**src/rtl/stopwatch_pkg.sv**
```systemverilog
// Package: shared types and constants for the stopwatch core.
// Assumes BCD digits are four bits wide and units always run 0..9.
package stopwatch_pkg;
    typedef logic [3:0] bcd_t;

    localparam int unsigned NUM_STAGES = 3;
    localparam int unsigned UNITS_LAST = 9;

    typedef enum int unsigned {
        STG_HUND = 0,
        STG_SEC  = 1,
        STG_MIN  = 2
    } stage_e;
endpackage

```
**src/rtl/bcd_digit.sv**
```systemverilog
// Module: one BCD digit that counts 0..LAST and returns to 0 when stepped at LAST.
// Assumes step is a synchronous enable; reset is synchronous and active low.
module bcd_digit
    import stopwatch_pkg::*;
#(
    parameter int unsigned LAST = 9
) (
    input  logic clk,
    input  logic rst_n,
    input  logic step,
    output bcd_t value,
    output logic at_last
);
    localparam bcd_t LAST_CODE = bcd_t'(LAST);

    bcd_t value_q;

    // Flag the terminal value so the owner can build a carry.
    assign at_last = (value_q == LAST_CODE);
    assign value   = value_q;

    // Advance or wrap the digit on an enabled edge.
    always_ff @(posedge clk) begin
        if (!rst_n) begin
            value_q <= '0;
        end else if (step) begin
            value_q <= at_last ? '0 : value_q + bcd_t'(1);
        end
    end
endmodule

```
**src/rtl/bcd_stage.sv**
```systemverilog
// Module: two-digit BCD stage (units then tens) with a same-cycle carry out.
// Assumes the enable comes from the stage below or the tick; carry_out is combinational.
module bcd_stage
    import stopwatch_pkg::*;
#(
    parameter int unsigned TENS_LAST = 9
) (
    input  logic clk,
    input  logic rst_n,
    input  logic enable,
    output bcd_t units,
    output bcd_t tens,
    output logic carry_out
);
    logic units_last;
    logic tens_last;
    logic tens_step;

    // The tens digit moves only when the units digit wraps.
    assign tens_step = enable && units_last;
    // The stage wraps when both digits sit at their terminal values.
    assign carry_out = tens_step && tens_last;

    bcd_digit #(.LAST(UNITS_LAST)) u_units (
        .clk     (clk),
        .rst_n   (rst_n),
        .step    (enable),
        .value   (units),
        .at_last (units_last)
    );

    bcd_digit #(.LAST(TENS_LAST)) u_tens (
        .clk     (clk),
        .rst_n   (rst_n),
        .step    (tens_step),
        .value   (tens),
        .at_last (tens_last)
    );
endmodule

```
**src/rtl/stopwatch_core.sv**
```systemverilog
// Module: hundredths/seconds/minutes stopwatch built from chained BCD stages.
// Assumes tick is a one-cycle pulse at 100 Hz, synchronous to clk; carries are
// enables on the same clock, so a ripple through all stages lands on one edge.
module stopwatch_core
    import stopwatch_pkg::*;
#(
    parameter int unsigned HUND_TENS_MAX = 9,
    parameter int unsigned SEC_TENS_MAX  = 5,
    parameter int unsigned MIN_TENS_MAX  = 5
) (
    input  logic clk,
    input  logic rst_n,
    input  logic run,
    input  logic tick,
    output logic [3:0] hund_units,
    output logic [3:0] hund_tens,
    output logic [3:0] sec_units,
    output logic [3:0] sec_tens,
    output logic [3:0] min_units,
    output logic [3:0] min_tens,
    output logic wrap
);
    // Select the tens limit for each stage index.
    function automatic int unsigned tens_cap(input int unsigned idx);
        case (idx)
            STG_HUND: return HUND_TENS_MAX;
            STG_SEC:  return SEC_TENS_MAX;
            default:  return MIN_TENS_MAX;
        endcase
    endfunction

    logic stage_en [NUM_STAGES+1];
    bcd_t st_units [NUM_STAGES];
    bcd_t st_tens  [NUM_STAGES];
    logic wrap_q;

    // An accepted tick drives the lowest stage.
    assign stage_en[0] = run && tick;

    for (genvar g = 0; g < NUM_STAGES; g++) begin : g_stage
        bcd_stage #(.TENS_LAST(tens_cap(g))) u_stage (
            .clk       (clk),
            .rst_n     (rst_n),
            .enable    (stage_en[g]),
            .units     (st_units[g]),
            .tens      (st_tens[g]),
            .carry_out (stage_en[g+1])
        );
    end

    // Register the top-stage carry as the one-cycle wrap pulse.
    always_ff @(posedge clk) begin
        if (!rst_n) begin
            wrap_q <= 1'b0;
        end else begin
            wrap_q <= stage_en[NUM_STAGES];
        end
    end

    assign hund_units = st_units[STG_HUND];
    assign hund_tens  = st_tens[STG_HUND];
    assign sec_units  = st_units[STG_SEC];
    assign sec_tens   = st_tens[STG_SEC];
    assign min_units  = st_units[STG_MIN];
    assign min_tens   = st_tens[STG_MIN];
    assign wrap       = wrap_q;
endmodule

```
**config.mk**
```make
export PLATFORM = sky130hd
export DESIGN_NAME = stopwatch_core
export DESIGN_NICKNAME = d
export VERILOG_FILES = /design/src/rtl/stopwatch_pkg.sv /design/src/rtl/bcd_digit.sv /design/src/rtl/bcd_stage.sv /design/src/rtl/stopwatch_core.sv
export SDC_FILE = /design/constraint.sdc
export NUM_CORES = 1
export LEC_CHECK = 0
export BUFFER_PORTS_ARGS = -buffer_cell sky130_fd_sc_hd__clkbuf_2
export CAP_MARGIN = 20
export CELL_PAD_IN_SITES_DETAIL_PLACEMENT = 1
export CELL_PAD_IN_SITES_GLOBAL_PLACEMENT = 1
export CORE_MARGIN = 2
export CORE_UTILIZATION = 39
export DETAILED_ROUTE_END_ITERATION = 7
export GPL_ROUTABILITY_DRIVEN = 0
export PLACE_DENSITY = 0.75
export SYNTH_ARGS = -nofsm -noshare
export SYNTH_HDL_FRONTEND = slang
export SYNTH_SLANG_ARGS = --single-unit
```
**constraint.sdc**
```tcl
create_clock -name clk -period 2.1 [get_ports clk]
set_clock_uncertainty 0.05 [all_clocks]
set_input_delay 0.42 -clock clk [delete_from_list [all_inputs] [get_ports clk]]
set_output_delay 0.42 -clock clk [all_outputs]
set_load 0.02 [all_outputs]
```
==> results.yml <==
run_status:
  run_status: "finished clean"
drt:
  first_pass_iters: 4
  ant_nets: 0
  drc: 0
  drtIter0Drc: 36
  wl_per_cell_um: 13.42
  drt-total-wl_um: 2980
  via_count: 1191
  vias_per_cell: 5.365
logic_synthesis:
  synth_area_per_cell_sq_um: 8.707
  syn-num-nets: 151
  synth_seq_area_share: 0.3910
  synth_top_area_cell: "dfxtp_1"
  synth-edff-count: 0
  mappedNetlistArea_sq_mm: 0.001280
  yosysMostFrequentCell: "dfxtp_1"
  yosysTopAreaCellShare: 0.3910
  synth_cells: 147
  synth_area_leaders: "dfxtp_1, a21oi_1, xor2_1"
  ys.flop_type: "dfxtp_1"
  synthArstFlopShare: 0
  netlist_top_cells_count: "dfxtp_1, a21oi_1, nand2_1"
  ys_warn_count: 0
  synth-seq-cells: 25
  ys_types: 37
final_layout:
  final_area_sq_mm: 0.001510
  num-nets-final: 183
  drive_above_1_share: 0.2416
  area_delta_synth_final_pct: 17.99
  diodes: 0
  fin_util: 0.4907
cts:
  clock_latency_ns: 0.32
  cts_buffer_depth: 2
  clk_pin_slew_worst_paths_ns: 0.15
  cts_tree: "done"
  cts_htree_levels: 1
  cts-root-buf: "clkbuf_4"
  numCtsBuffers: 3
  clkSinkCount: 25
timing:
  fin_crit_ns: 1.878
  tightest_slew_ns: 0.3960
  relSlewSlack: 0.7336
  setup_ws_ns: 0.2219
  min_period_over_period: 0.8943
  clock.fmax_mhz: 532.5
  slew_viol_final: 0
  hold_viol: 0
  setup_viol: 0
  setup_tns_ns: 0
  rsz0062_at_grt: "false"
place:
  hpwl_um: 2165
  pre_cts_slack_ns: 0.2039
  place_area_sq_mm: 0.001474
  io_buffer_count: 28
job:
  cap_violations: 0
worst_hold_path:
  worstHoldEndpoint: "g_stage[1].u_stage.u_units.value[3]$_SDFFE_PN0N_"
  hold_start: "rst_n"
  hp-class: "in2reg"
  min_delay_path_depth: 3
grt:
  antenna_found_initial: 0
  grt_pass1_wl_um: 5057
  grt_pass1_vias: 1104
  grt.overflow.total: 0
  grt.total_usage: 0.1744
  grt_max_degree: 23
floorplan:
  die-width_um: 61.29
  die_h_um: 61.29
  io_pins: 29
  std_cell_rows: 20
  core-area_sq_mm: 0.003078
  start_util: 0.4159
  dieArea_sq_mm: 0.003756
worst_setup_path:
  required_ns: 2.31
  cp-start-kind: "register"
  crit_chain: "and4bb_4, nand4_2, or4_1, a31oi_1"
  crit_type: "reg2reg"
  cp-end-kind: "register"
  crit_arrival_ns: 2.08
  cp-startpoint: "g_stage[0].u_stage.u_tens.value[2]$_SDFFE_PN0N_"
  critPathSlowestCell: "or4_1"
  r2r_cells: 4
  cpPeakStageDelay_ns: 0.54
  path_max_fanout: 13
  r2r_setup_slack_ns: 0.22
  reg2reg_from: "g_stage[0].u_stage.u_tens.value[2]$_SDFFE_PN0N_"
  r2r_end: "g_stage[2].u_stage.u_units.value[3]$_SDFFE_PN0N_"
power_and_ir_drop:
  ir_drop_mv: 0.3105
  p_per_area_mw_per_mm2: 486.0
  p_leak_uw: 0.0005752
[cells by family (layout without fill, tap and decap cells)]
group / after synthesis / count (layout) / share of synthesized area
buffers and inverters: 9 / 40 / 0.03323
AOI/OAI and AO/OA: 36 / 36 / 0.1681
xor gates and xnor gates: 6 / 6 / 0.04106
and+or+nand+nor: 69 / 69 / 0.3509
DFF: 25 / 25 / 0.3910
muxes: 2 / 2 / 0.01564
[power breakdown]
| group | switching, uW | total (uW) | leakage, uW | internal [uW] |
|---|---|---|---|---|
| Sequential | 3.45 | 480 | 0.000201 | 477 |
| Clock | 152 | 225 | 0.0000139 | 72.5 |
| Combinational | 19.4 | 28.7 | 0.000360 | 9.31 |
| Total | 175 | 734 | 0.000575 | 559 |
[critical path: cells and delay by family, from the launching register on]
kind,cells,cell delay [ns]
flops,1,0.39
compound gates,1,0.16
simple gates,3,1.22
[cell usage in the layout (no fill, tap or decap), types with 2 or more instances in the layout]
| cell | Yosys | final |
|---|---|---|
| xor2_1 | 6 | 6 |
| and4bb_4 | 2 | 2 |
| or4b_1 | 2 | 2 |
| nand3_1 | 5 | 5 |
| a21oi_1 | 15 | 15 |
| nand4_1 | 2 | 2 |
| or4_1 | 5 | 5 |
| nand2b_1 | 4 | 4 |
| inv_1 | 5 | 5 |
| o31ai_1 | 4 | 4 |
| nor3b_1 | 3 | 3 |
| nand4b_1 | 2 | 2 |
| clkbuf_2 | 0 | 28 |
| clkbuf_4 | 0 | 3 |
| nand2_1 | 13 | 13 |
| and3_1 | 2 | 2 |
| nor2b_1 | 7 | 7 |
| and4bb_2 | 2 | 2 |
| buf_4 | 0 | 3 |
| nor3_1 | 2 | 2 |
| nor2_1 | 10 | 10 |
| dfxtp_1 | 25 | 25 |
| or3_1 | 3 | 3 |
| mux2i_1 | 2 | 2 |
| o21ai_0 | 10 | 10 |
[final cells by class]
cell class	count	area, sq um
clock inverter	1	7.507
inverter	5	18.77
timing repair buffer	31	162.7
tap	44	55.05
clock buffer	3	22.52
multi-input combinational	113	743.2
fill	382	1568
sequential	25	500.5
[worst max-delay path by stage]
stage	cells after the start	endpoint	slack [ns]
after floorplan	5	g_stage[2].u_stage.u_tens.value[3]$_SDFFE_PN0P_	0.33
after detailed placement	5	g_stage[2].u_stage.u_units.value[3]$_SDFFE_PN0N_	0.20
final	4	g_stage[2].u_stage.u_units.value[3]$_SDFFE_PN0N_	0.22
after global routing	4	g_stage[2].u_stage.u_units.value[3]$_SDFFE_PN0N_	0.07
after CTS	4	g_stage[2].u_stage.u_units.value[3]$_SDFFE_PN0N_	0.18
after global placement	5	g_stage[2].u_stage.u_units.value[3]$_SDFFE_PN0N_	0.27
[flip-flops by register name, indices dropped and copies added, names as in the netlist]
name,count
g_stage.u_stage.u_tens.value,12
wrap,1
g_stage.u_stage.u_units.value,12
[timing repair]
action / 4_1_cts / 5_1_grt
hold buffers: 0 / 0
endpoints found under the setup margin: 0 / 1
hold endpoints to repair: 0 / 0
buffers inserted: 0 / 0
resized for setup: 0 / 1
[routing by layer]
layer  track usage  up-vias  routed length (um)
met5             0        -                   0
met4       0.04969        0                  21
met3       0.01891        2                  82
met2        0.2492       15                1277
met1        0.2743      572                1599
li1              -      602                   -
[through the flow]
step	hold slack (ns)	total power (uW)	cells
2_1_floorplan	0.4953	506.5	147
3_3_place_gp	0.4308	518.6	218
3_5_place_dp	0.4470	519.3	218
4_1_cts	0.3604	742.3	222
5_1_grt	0.3807	762.3	222
6_report	0.3584	734.0	222
No activity file was read; power rests on OpenSTA's default activity.
